$ cat src/rtl/privGuardPkg.sv
package privGuardPkg;
  typedef struct packed {
    logic supMode;
    logic keyLoad;
  } guardStrobe_t;
endpackage

$ cat src/rtl/privCtrl.sv
module privCtrl
  import privGuardPkg::*;
#(
  parameter int UADDR_W = 12,
  parameter logic [UADDR_W-1:0] ENTRY_ADDR = 12'h0F0
) (
  input  logic               clk,
  input  logic               rstN,
  input  logic               branchValid,
  input  logic [UADDR_W-1:0] branchTarget,
  input  logic               retToUser,
  input  logic               keyWr,
  input  logic               clearViol,
  input  logic               accDenied,
  output guardStrobe_t       strb,
  output logic               supMode,
  output logic               violation
);
  logic enterSup, leaveSup, setViol, clrViol;

  assign enterSup = branchValid && (branchTarget == ENTRY_ADDR);
  assign leaveSup = retToUser && supMode;
  assign setViol  = accDenied || (keyWr && !supMode);
  assign clrViol  = clearViol && supMode;

  assign strb.supMode = supMode;
  assign strb.keyLoad = keyWr && supMode;

  always_ff @(posedge clk) begin
    if (!rstN) begin
      supMode   <= 1'b1;
      violation <= 1'b0;
    end else begin
      if (enterSup)      supMode <= 1'b1;
      else if (leaveSup) supMode <= 1'b0;
      if (setViol)       violation <= 1'b1;
      else if (clrViol)  violation <= 1'b0;
    end
  end

  assert_entry_sets_mode_R3: assert property (@(posedge clk) disable iff (!rstN)
    (branchValid && branchTarget == ENTRY_ADDR) |=> supMode);
  assert_mode_only_via_entry_R3: assert property (@(posedge clk) disable iff (!rstN)
    $rose(supMode) |-> $past(branchValid && branchTarget == ENTRY_ADDR));
  assert_denied_flags_R5: assert property (@(posedge clk) disable iff (!rstN)
    accDenied |=> violation);
  assert_flag_sticky_R8: assert property (@(posedge clk) disable iff (!rstN)
    (violation && !(clearViol && supMode)) |=> violation);
endmodule

$ cat src/rtl/privDatapath.sv
module privDatapath
  import privGuardPkg::*;
#(
  parameter int GATE_W = 16,
  parameter logic [GATE_W-1:0] PRIV_MASK = 16'hF00F,
  parameter int IDX_W  = 4,
  parameter int KEY_W  = 4,
  parameter int DATA_W = 16
) (
  input  logic              clk,
  input  logic              rstN,
  input  guardStrobe_t      strb,
  input  logic [GATE_W-1:0] gateIn,
  output logic [GATE_W-1:0] gateOut,
  input  logic [IDX_W-1:0]  memBlk,
  input  logic              memRd,
  input  logic              memWr,
  input  logic [DATA_W-1:0] rdDataIn,
  output logic [DATA_W-1:0] rdDataOut,
  output logic              wrGrant,
  output logic              rdGrant,
  input  logic              keyIsProg,
  input  logic [IDX_W-1:0]  keyBlk,
  input  logic [KEY_W-1:0]  keyData,
  input  logic              keyRdProt,
  output logic              accDenied
);
  localparam int NBLK = 1 << IDX_W;

  logic [KEY_W-1:0] blkKey [NBLK];
  logic [NBLK-1:0]  rdProt;
  logic [KEY_W-1:0] progKey;
  logic             keyMatch, rdOk;

  always_ff @(posedge clk) begin
    if (!rstN) begin
      for (int i = 0; i < NBLK; i++) blkKey[i] <= '0;
      rdProt  <= '0;
      progKey <= '0;
    end else if (strb.keyLoad) begin
      if (keyIsProg) progKey <= keyData;
      else begin
        blkKey[keyBlk] <= keyData;
        rdProt[keyBlk] <= keyRdProt;
      end
    end
  end

  assign gateOut   = strb.supMode ? gateIn : (gateIn & ~PRIV_MASK);
  assign keyMatch  = (progKey == '0) || (blkKey[memBlk] == progKey);
  assign rdOk      = keyMatch || !rdProt[memBlk];
  assign wrGrant   = memWr && keyMatch;
  assign rdGrant   = memRd && rdOk;
  assign rdDataOut = rdGrant ? rdDataIn : '0;
  assign accDenied = (memWr && !keyMatch) || (memRd && !rdOk);

  assert_user_mask_R2: assert property (@(posedge clk) disable iff (!rstN)
    !strb.supMode |-> ((gateOut & PRIV_MASK) == '0));
  assert_user_no_keyload_R7: assert property (@(posedge clk) disable iff (!rstN)
    !strb.supMode |-> !strb.keyLoad);
  assert_denied_read_zero_R6: assert property (@(posedge clk) disable iff (!rstN)
    (memRd && !rdGrant) |-> (rdDataOut == '0));
endmodule

$ cat src/rtl/privGuard.sv
module privGuard
  import privGuardPkg::*;
#(
  parameter int UADDR_W = 12,
  parameter logic [UADDR_W-1:0] ENTRY_ADDR = 12'h0F0,
  parameter int GATE_W = 16,
  parameter logic [GATE_W-1:0] PRIV_MASK = 16'hF00F,
  parameter int ADDR_W = 10,
  parameter int BLK_W  = 6,
  parameter int KEY_W  = 4,
  parameter int DATA_W = 16,
  localparam int IDX_W = ADDR_W - BLK_W
) (
  input  logic               clk,
  input  logic               rstN,
  input  logic               branchValid,
  input  logic [UADDR_W-1:0] branchTarget,
  input  logic               retToUser,
  input  logic [GATE_W-1:0]  gateIn,
  output logic [GATE_W-1:0]  gateOut,
  input  logic [IDX_W-1:0]   memBlk,
  input  logic               memRd,
  input  logic               memWr,
  input  logic [DATA_W-1:0]  rdDataIn,
  output logic [DATA_W-1:0]  rdDataOut,
  output logic               wrGrant,
  output logic               rdGrant,
  input  logic               keyWr,
  input  logic               keyIsProg,
  input  logic [IDX_W-1:0]   keyBlk,
  input  logic [KEY_W-1:0]   keyData,
  input  logic               keyRdProt,
  input  logic               clearViol,
  output logic               supMode,
  output logic               violation
);
  guardStrobe_t strb;
  logic         accDenied;

  privCtrl #(.UADDR_W(UADDR_W), .ENTRY_ADDR(ENTRY_ADDR)) u_ctrl (
    .clk(clk), .rstN(rstN), .branchValid(branchValid), .branchTarget(branchTarget),
    .retToUser(retToUser), .keyWr(keyWr), .clearViol(clearViol),
    .accDenied(accDenied), .strb(strb), .supMode(supMode), .violation(violation)
  );

  privDatapath #(.GATE_W(GATE_W), .PRIV_MASK(PRIV_MASK), .IDX_W(IDX_W),
                 .KEY_W(KEY_W), .DATA_W(DATA_W)) u_dp (
    .clk(clk), .rstN(rstN), .strb(strb), .gateIn(gateIn), .gateOut(gateOut),
    .memBlk(memBlk), .memRd(memRd), .memWr(memWr), .rdDataIn(rdDataIn),
    .rdDataOut(rdDataOut), .wrGrant(wrGrant), .rdGrant(rdGrant),
    .keyIsProg(keyIsProg), .keyBlk(keyBlk), .keyData(keyData),
    .keyRdProt(keyRdProt), .accDenied(accDenied)
  );
endmodule

$ cat config.mk
export PLATFORM = sky130hd
export DESIGN_NAME = privGuard
export DESIGN_NICKNAME = d
export VERILOG_FILES = /design/src/rtl/privGuardPkg.sv /design/src/rtl/privCtrl.sv /design/src/rtl/privDatapath.sv /design/src/rtl/privGuard.sv
export SDC_FILE = /design/constraint.sdc
export NUM_CORES = 1
export LEC_CHECK = 0
export BUFFER_PORTS_ARGS = -buffer_cell sky130_fd_sc_hd__buf_4
export CORE_ASPECT_RATIO = 1.5
export CORE_MARGIN = 5
export CORE_UTILIZATION = 35
export CTS_CLUSTER_DIAMETER = 30
export CTS_CLUSTER_SIZE = 10
export DETAILED_ROUTE_END_ITERATION = 10
export PLACE_DENSITY = 0.67
export SETUP_SLACK_MARGIN = 0.2
export SLEW_MARGIN = 10
export SYNTH_ARGS = -nofsm -noshare
export SYNTH_HDL_FRONTEND = slang
export SYNTH_SLANG_ARGS = --single-unit
export TNS_END_PERCENT = 10
$ cat constraint.sdc
create_clock -name clk -period 4.6 [get_ports clk]
set_input_delay 1.15 -clock clk [delete_from_list [all_inputs] [get_ports clk]]
set_output_delay 1.15 -clock clk [all_outputs]
set_load 0.02 [all_outputs]
==> summary.txt, run 1 <==
Async SR Flop Fraction - 0%
Peak VDD IR - 0.1483 mV
XOR/XNOR Fraction of Synth Area - 0.1934%
CTS tree - built
Final Max Slew Viols - 0
Initial antenna violation count - 0
Filler cells - 1158
Cell Area, Synth - 4529 um2
Vias - 3331
Cts hold-fix bufs - 0
Synth cell types - 37
Total CTS buffers - 9
Seq/Total Area, Yosys - 52.15%
Area Overhead vs Synth - 29.25%
Initial Util - 35.31%
I/O pin count - 102
Post-route ant nets - 0
Top cells by count, synth - and2_1, edfxtp_1, nand2_1
Slew headroom - 40.90%
GRT Util Overall - 15.96%
Critical Path Sink Type - output pin
Largest net degree at the start of global routing - 36
Drt pass-1 iters - 4
Iter 0 DRT Violations - 229
Area contributors post-synth - edfxtp_1, dfxtp_1, and2_1
Setup Crit Path Kind - in -> out
CTS clk-pin slew, worst paths - 0.06 ns
Number of synthesized flops with an enable pin - 64
Fin nets - 547
Drc violations - 0
Detailed Route WL - 12250 um
Top_reg_cell synth - edfxtp_1
Yosys top cell area share - 42.43%
Final core occ - 45.64%
Startpoint types - input port
WL/cell - 19.00 um
HP Class - reg -> reg
Complex-gate fraction of the synthesized area - 4.558%
CTS H-tree depth - 3
Worst Skew - 0.003238 ns
Sw Pwr - 443.7 uW
Max-cap viol count - 0
DIE WIDTH - 102.9 um
Seq cells post-synth - 86
RSZ-0062 raised after global routing - true
Leak Pwr - 0.002294 uW
Rows - 51
Later-pin clock latency in the skew report - 0.34 ns
Layout cell share with drive strength beyond 1 - 31.69%
Ant. Diodes - 0
Sequential share of power - 45.1%
First-pass GRT wire length - 17960 um
Multiplexer area fraction after synthesis - 15.52%
DPL Wire Length - 9177 um
Clock Root Buffer - clkbuf_16
Overflow after GRT - 0
Switch share - 23.01%
Cell Int Power - 1485 uW
Adder-cell share of the synthesized area - 0%
Status - completed
Via/cell ratio - 5.164
Setup-failing EPs final - 0
CTS max path bufs - 2
Main combinational cell family by area after synthesis - simple AND/OR/NAND/NOR gates
Period utilization - 95.05%
Crit-path max FO - 8
Post-Synth Simple-Gate Area - 22.93%
Die Ht - 149.3 um
Final Hold Vio Count - 0
Yosys warning count - 0
Count leader, synth - and2_1
Die ar. - 15360 um2
Min Tclk post-route - 4.372 ns
WP data required - 3.45 ns
Total nets after synthesis - 467
Fmax - 0.2287 GHz
Syn_area_per_cell - 11.30 um2
Setup tns final - 0 ns
Power per standard cell area - 329.4 nW/um2
Sink Count - 86
Combinational share of power - 13.2%
Arrival time at the worst endpoint - 3.22 ns
Slew @ Worst Pin - 0.8772 ns
CORE AREA - 12830 um2
Gpl congestion - 0.9098
Vias in the first global route - 3254
Yosys top cell by area - edfxtp_1
Clock power share - 41.7%
Post-Syn Instances - 401
Port bufs - 85
## cell families (layout without fill, tap and decap cells)
kind of cell,Yosys count,count (layout)
mux,44,44
buf+inv,42,127
compound gates,35,35
flops,86,86
xor+xnor,1,1
simple gates,193,193
## cell type report
| cell class | count | area, um2 | area share (%) |
|---|---|---|---|
| sequential | 86 | 2362 | 40.35 |
| multi-input combinational | 273 | 2069 | 35.35 |
| timing repair buffer | 96 | 834.6 | 14.26 |
| clock buffer | 10 | 250.2 | 4.274 |
| tap | 159 | 198.9 | 3.398 |
| clock inverter | 6 | 82.58 | 1.411 |
| inverter | 15 | 56.30 | 0.9617 |
## critical path: stages
cell and delay (ns):
buf_12 0.10, mux4_2 0.48, mux4_2 0.51, xor2_2 0.18, nor3_4 0.23, a31oi_4 0.14
clkbuf_16 0.21, nor2_4 0.09, buf_6 0.12
## sequential cells by signal (all words and copies together) (netlist names)
name,count
u_dp.blkKey,64
u_dp.progKey,4
u_ctrl.violation,1
u_ctrl.supMode,1
u_dp.rdProt,16
## power groups by stage
stage | clock [uW] | sequential [uW] | combinational [uW]
after global placement | 0 | 886 | 224
after detailed placement | 0 | 887 | 228
after floorplan | 0 | 881 | 138
after global routing | 847 | 873 | 272
final | 804 | 870 | 254
after CTS | 815 | 871 | 237
## per-layer routing
layer,global-route usage (%),vias up,routed length [um]
met5,0,-,0
met4,8.814,0,519
met3,3.416,28,1014
met2,28.63,151,6551
met1,16.85,1599,4166
li1,-,1553,-
## metrics by stage
step | setup slack (ns) | power [uW] | std cells | hold WS [ns] | cell area [um2]
6_report | 0.2279 | 1928 | 645 | 0.4780 | 5854
5_1_grt | 0.1237 | 1992 | 645 | 0.4873 | 5854
4_1_cts | 0.2077 | 1923 | 641 | 0.4711 | 5659
3_5_place_dp | 0.09211 | 1115 | 623 | 0.4582 | 5263
3_3_place_gp | 0.1458 | 1109 | 623 | 0.4553 | 5263
2_1_floorplan | 0.2272 | 1019 | 401 | 0.4419 | 4529
## path summary, 6_finish.rpt
| path | slack [ns] | cells after the start | to | from |
|---|---|---|---|---|
| max | 0.23 | 9 | rdDataOut[14] | memBlk[1] |
| min | 0.48 | 2 | u_dp.rdProt[4]$_SDFFE_PN0P_ | u_dp.rdProt[4]$_SDFFE_PN0P_ |
| max reg2reg | 2.17 | 7 | u_ctrl.violation$_SDFFE_PN0P_ | u_dp.blkKey[14][3]$_SDFFCE_PN0P_ |
| min reg2reg | 0.48 | 2 | u_dp.rdProt[4]$_SDFFE_PN0P_ | u_dp.rdProt[4]$_SDFFE_PN0P_ |
## layout by cell type, fill, tap and decap left out, types with 3 or more instances in the layout
cell	instances
buf_4	75
and2_1	70
edfxtp_1	64
nand2_1	42
o21ai_0	28
nor2_1	23
mux2i_1	23
dfxtp_1	22
buf_6	17
mux4_2	16
nor2_4	16
inv_1	14
clkbuf_16	11
nor2b_1	10
nand2b_1	7
nand3_1	5
and3_1	4
mux4_1	3
nand4b_1	3
nor3_1	3
## timing repair
item | CTS | global route
buffers inserted | 1 | 4
pin swaps | 2 | 12
cloned | 1 | 0
setup endpoints to repair | 18 | 18
gates resized for setup | 12 | 42
No activity file was read; power rests on OpenSTA's default activity.
==> inputs of run 2 (changes only) <==
--- a/config.mk
+++ b/config.mk
@@ -12,7 +12,7 @@
 export CTS_CLUSTER_DIAMETER = 30
 export CTS_CLUSTER_SIZE = 10
 export DETAILED_ROUTE_END_ITERATION = 10
-export PLACE_DENSITY = 0.67
+export PLACE_DENSITY_LB_ADDON = 0.05
 export SETUP_SLACK_MARGIN = 0.2
 export SLEW_MARGIN = 10
 export SYNTH_ARGS = -nofsm -noshare
==> summary.txt, run 2 (synthesized netlist as in run 1, its figures left out) <==
Clock Root Buffer - clkbuf_16
WP data required - 3.45 ns
Die Ht - 149.3 um
Detailed Route WL - 12690 um
Vias - 3238
Fin nets - 542
Peak VDD IR - 0.1928 mV
Most frequent cells in the layout - buf_4, and2_1, edfxtp_1
CORE AREA - 12830 um2
Vias in the first global route - 3147
Max reg flops - 64
Placed cells - 623
Fmax - 0.2258 GHz
Worst Min Path Start - u_dp.rdProt[4]$_SDFFE_PN0P_
Status - completed
Iter 0 DRT Violations - 193
Arrival time at the worst endpoint - 3.28 ns
Total CTS buffers - 9
Hold Path End - u_dp.rdProt[4]$_SDFFE_PN0P_
Via/cell ratio - 5.059
Critical Path Sink Type - output pin
Post-route ant nets - 0
Finished Layout Cells - 640
Area Overhead vs Synth - 27.24%
I/O pin count - 102
Drc violations - 0
Die ar. - 15360 um2
Worst Reg2Reg Path Length in Cells - 4
Post-CTS Setup Repair Bufs - 0
Period utilization - 96.28%
R2r endpoint - u_dp.blkKey[0][0]$_SDFFCE_PN0P_
Gpl congestion - 0.7928
Pre-CTS setup slack - 0.07664 ns
Startpoint types - input port
Filler cells - 1180
Largest net degree at the start of global routing - 36
First-pass GRT wire length - 18390 um
CTS clk-pin slew, worst paths - 0.06 ns
Later-pin clock latency in the skew report - 0.33 ns
Layout cell share with drive strength beyond 1 - 29.73%
Final Max Slew Viols - 0
CTS tree - built
Reg2Reg Setup Slack - 2.14 ns
Port bufs - 85
CTS H-tree depth - 3
Reg2reg start - u_ctrl.supMode$_SDFFE_PP1P_
Setup-failing EPs final - 0
Final setup margin - 0.1711 ns
DPL Wire Length - 9412 um
Slew headroom - 33.43%
Rows - 51
Leak Pwr - 0.002241 uW
GRT Util Overall - 16.48%
Setup Crit Path Kind - in -> out
Min Tclk post-route - 4.429 ns
Crit-path max FO - 8
Registers with the most flip-flops - u_dp.blkKey (64), u_dp.rdProt (16), u_dp.progKey (4)
Overflow after GRT - 0
Cts hold-fix bufs - 0
CTS max path bufs - 2
Slew @ Worst Pin - 0.9880 ns
DIE WIDTH - 102.9 um
Power per standard cell area - 325.9 nW/um2
Ant. Diodes - 0
Final Hold Vio Count - 0
Initial Util - 35.31%
RSZ-0062 raised after global routing - true
Worst Skew - 0.006286 ns
Hold depth - 2
Commonest non-fill, non-tap cell in the layout - buf_4
Drt pass-1 iters - 4
WL/cell - 19.82 um
Largest register by flop count - u_dp.blkKey
HP Class - reg -> reg
Sink Count - 86
Initial antenna violation count - 0
Setup tns final - 0 ns
Max-cap viol count - 0
run 2: area by class of cell:
class	count	area (um2)	area share (%)
sequential	86	2362	40.99
multi-input combinational	273	2044	35.48
timing repair buffer	91	793.3	13.76
clock buffer	12	236.5	4.103
tap	159	198.9	3.452
clock inverter	4	71.32	1.238
inverter	15	56.30	0.9770
run 2: report_power, final:
part | internal, uW | switching, uW | total (uW)
clock network | 475 | 288 | 762
logic | 116 | 130 | 245
registers | 857 | 13.1 | 870
run 2: worst max-delay path by stage:
stage	from	to	slack [ns]	cells after the start
6_report	memBlk[1]	rdDataOut[0]	0.17	9
5_1_grt	memBlk[1]	rdDataOut[0]	0.09	9
3_5_place_dp	memBlk[1]	rdDataOut[2]	0.08	9
2_1_floorplan	memBlk[1]	rdDataOut[10]	0.23	8
3_3_place_gp	memBlk[1]	rdDataOut[0]	0.15	9
4_1_cts	memBlk[1]	rdDataOut[6]	0.18	9
run 2: worst max-delay path, stage by stage:
cell       delay, ns
buf_12          0.10
mux4_2          0.51
mux4_2          0.50
xor2_2          0.17
nor3_4          0.23
a31oi_4         0.15
clkbuf_16       0.23
nor2_4          0.10
buf_6           0.13
run 2: stage by stage:
step / hold slack, ns / area, um2 / utilization (%) / power [uW]
finish: 0.4700 / 5763 / 44.93 / 1878
global route: 0.4941 / 5763 / 44.93 / 1944
CTS: 0.4717 / 5693 / 44.39 / 1888
detailed placement: 0.4584 / 5263 / 41.03 / 1119
global placement: 0.4569 / 5263 / 41.03 / 1116
floorplan: 0.4419 / 4529 / - / 1019
run 2: what timing repair did:
action                     in CTS  in global routing
setup endpoints to repair      17                 17
gates resized for setup        32                 18
pin swaps                       3                 11
gates cloned                    1                  0
run 2: routing by layer:
metal	vias up	wire length, um	global-route usage [%]
met5	-	0	0
met4	0	337	6.157
met3	17	772	2.901
met2	115	6621	29.63
met1	1563	4954	19.10
li1	1543	-	-
==> inputs of run 3 (changes only) <==
--- a/config.mk
+++ b/config.mk
@@ -17,5 +17,6 @@
 export SLEW_MARGIN = 10
 export SYNTH_ARGS = -nofsm -noshare
 export SYNTH_HDL_FRONTEND = slang
+export SYNTH_HIERARCHICAL = 1
 export SYNTH_SLANG_ARGS = --single-unit
 export TNS_END_PERCENT = 10
==> summary.txt, run 3 <==
Max-cap viol count - 0
Syn_area_per_cell - 10.95 um2
Top cells by count, synth - and2_1, edfxtp_1, nand2_1
Sink Count - 86
Most frequent cells in the layout - buf_4, and2_1, edfxtp_1
Cell Area, Synth - 4751 um2
Slew @ Worst Pin - 0.7981 ns
Post-route ant nets - 0
Setup-failing EPs final - 0
Worst Min Path Start - u_dp/rdProt[0]$_SDFFE_PN0P_
Registers with the most flip-flops - u_dp/blkKey (64), u_dp/rdProt (16), u_dp/progKey (4)
Final core occ - 43.40%
Synth cell types - 45
Number of synthesized flops with an enable pin - 64
Setup tns final - 0 ns
Seq cells post-synth - 86
Status - completed
Seq/Total Area, Yosys - 49.72%
CORE AREA - 13400 um2
Max reg flops - 64
GRT Util Overall - 16.80%
Area Overhead vs Synth - 22.44%
Post-Syn Instances - 434
Overflow after GRT - 0
Via/cell ratio - 5.163
Fin Hold WS - 0.4831 ns
Area contributors post-synth - edfxtp_1, and2_1, dfxtp_1
Crit-path max FO - 18
Fin nets - 574
Reg2Reg Setup Slack - 2.08 ns
Ant. Diodes - 0
Period utilization - 93.52%
Total CTS buffers - 9
Drc violations - 0
I/O pin count - 102
Initial Util - 35.45%
Critical path's top delay family - multiplexers
CTS tree - built
Worst-path cell chain - buf_4 > inv_1 > mux4_2 > mux4_2 > buf_12 > o21ai_0 > o31ai_2 > buf_4
Rows - 52
Top_reg_cell synth - edfxtp_1
Reg2reg start - u_ctrl/supMode$_SDFFE_PP1P_
Initial antenna violation count - 0
DIE WIDTH - 105.1 um
CTS H-tree depth - 3
WL/cell - 20.01 um
Peak VDD IR - 0.1767 mV
Hold depth - 2
Worst Reg2Reg Path Length in Cells - 4
Yosys top cell by area - edfxtp_1
Setup Crit Path Kind - in -> out
RSZ-0062 raised after global routing - true
WP data required - 3.45 ns
Yosys warning count - 6
Vias in the first global route - 3575
Later-pin clock latency in the skew report - 0.33 ns
Vias - 3485
HP Class - reg -> reg
Final Hold Vio Count - 0
DPL Wire Length - 10300 um
Commonest non-fill, non-tap cell in the layout - buf_4
First-pass GRT wire length - 20690 um
Largest net degree at the start of global routing - 24
Startpoint types - input port
Drt pass-1 iters - 4
Async SR Flop Fraction - 0%
Clock Root Buffer - clkbuf_16
Slowest cell delay on critical path - 0.51 ns
Die Ht - 152.7 um
Arrival time at the worst endpoint - 3.15 ns
Layout cell share with drive strength beyond 1 - 27.29%
Placed cells - 655
Iter 0 DRT Violations - 185
Slowest library cell on the worst path - mux4_2
Fmax - 0.2324 GHz
Detailed Route WL - 13510 um
Leak Pwr - 0.002241 uW
Gpl congestion - 0.8264
CTS clk-pin slew, worst paths - 0.06 ns
R2r endpoint - u_dp/blkKey[1][2]$_SDFFCE_PN0P_
CTS max path bufs - 2
CP bufs+invs - 4
Worst Skew - 0.006843 ns
Die ar. - 16050 um2
Final Max Slew Viols - 0
Yosys top cell area share - 40.45%
Hold Path End - u_dp/rdProt[0]$_SDFFE_PN0P_
Min Tclk post-route - 4.302 ns
Port bufs - 85
Critical Path Sink Type - output pin
Count leader, synth - and2_1
Slew headroom - 46.23%
Finished Layout Cells - 675
Total nets after synthesis - 500
Power per standard cell area - 321.4 nW/um2
Largest register by flop count - u_dp/blkKey
Filler cells - 1323
==> run 3: cell count changes in the layout (fill, tap and decap cells not counted), moves of 6 or more <==
cell	previous run	this run
a22oi_1	0	6
buf_4	71	87
buf_6	16	3
inv_1	14	21
mux2i_1	23	17
nor2_4	16	1
nor2b_1	10	4
o21bai_1	0	16
o31ai_1	0	6
o31ai_2	0	12
==> run 3: power breakdown <==
| part | total [uW] | internal, uW | switching [uW] | leakage, uW |
|---|---|---|---|---|
| Combinational | 305 | 134 | 171 | 0.00126 |
| Clock | 697 | 421 | 275 | 0.000135 |
| Sequential | 868 | 855 | 12.5 | 0.000846 |
| Total | 1870 | 1410 | 459 | 0.00224 |
==> run 3: kinds of logic (layout without fill, tap and decap cells) <==
| family | count (synthesis) | after routing | synth area share (%) |
|---|---|---|---|
| AO/OA/AOI/OAI | 92 | 92 | 14.33 |
| XOR/XNOR | 2 | 2 | 0.5269 |
| buffers and inverters | 51 | 130 | 6.005 |
| flip-flops | 86 | 86 | 49.72 |
| multiplexers | 33 | 33 | 10.46 |
| AND/OR/NAND/NOR | 170 | 170 | 18.96 |
==> run 3: worst min-delay path: cells and delay by family (launching register included) <==
family	cells	cell delay, ns
flops	1	0.29
compound gates	1	0.08
buf+inv	1	0.06
==> run 3: how the worst max path moves through the flow <==
stage,endpoint,start,depth (start not counted),slack [ns]
2_1_floorplan,rdDataOut[13],memBlk[2],8,0.41
3_3_place_gp,rdDataOut[6],memBlk[0],9,0.11
3_5_place_dp,rdDataOut[3],memBlk[0],9,0.1
4_1_cts,rdDataOut[3],memBlk[2],8,0.19
5_1_grt,rdGrant,memBlk[2],8,0.16
6_report,rdGrant,memBlk[2],8,0.30
==> run 3: area by class of cell <==
| cell class | count | area [um2] | area share (%) |
|---|---|---|---|
| Inverter | 21 | 78.83 | 1.355 |
| Clock buffer | 14 | 244.0 | 4.194 |
| Clock inverter | 2 | 35.03 | 0.6023 |
| Tap cell | 162 | 202.7 | 3.485 |
| Timing Repair Buffer | 93 | 747.0 | 12.84 |
| Multi-Input combinational cell | 297 | 2147 | 36.91 |
| Sequential cell | 86 | 2362 | 40.61 |
==> run 3: what timing repair did <==
action	in CTS	in global routing
resized for setup	3	7
setup buffers	2	2
setup endpoints to repair	18	18
pin swaps	2	2
hold buffers	0	0
==> run 3: routing by layer <==
layer,share of wire (%),track usage [%],wire length [um],up-vias
li1,-,-,-,1682
met1,38,19.12,5140,1669
met2,54,30.90,7316,123
met3,5.9,3.985,792,11
met4,1.9,4.692,257,0
met5,0,0,0,-
==> run 3: per-stage QoR <==
step,instance area [um2],setup slack [ns],power [uW]
floorplan,4751,0.4147,1066
global placement,5421,0.1063,1168
detailed placement,5421,0.09641,1172
CTS,5752,0.1916,1875
global route,5817,0.1615,1950
finish,5817,0.2979,1869
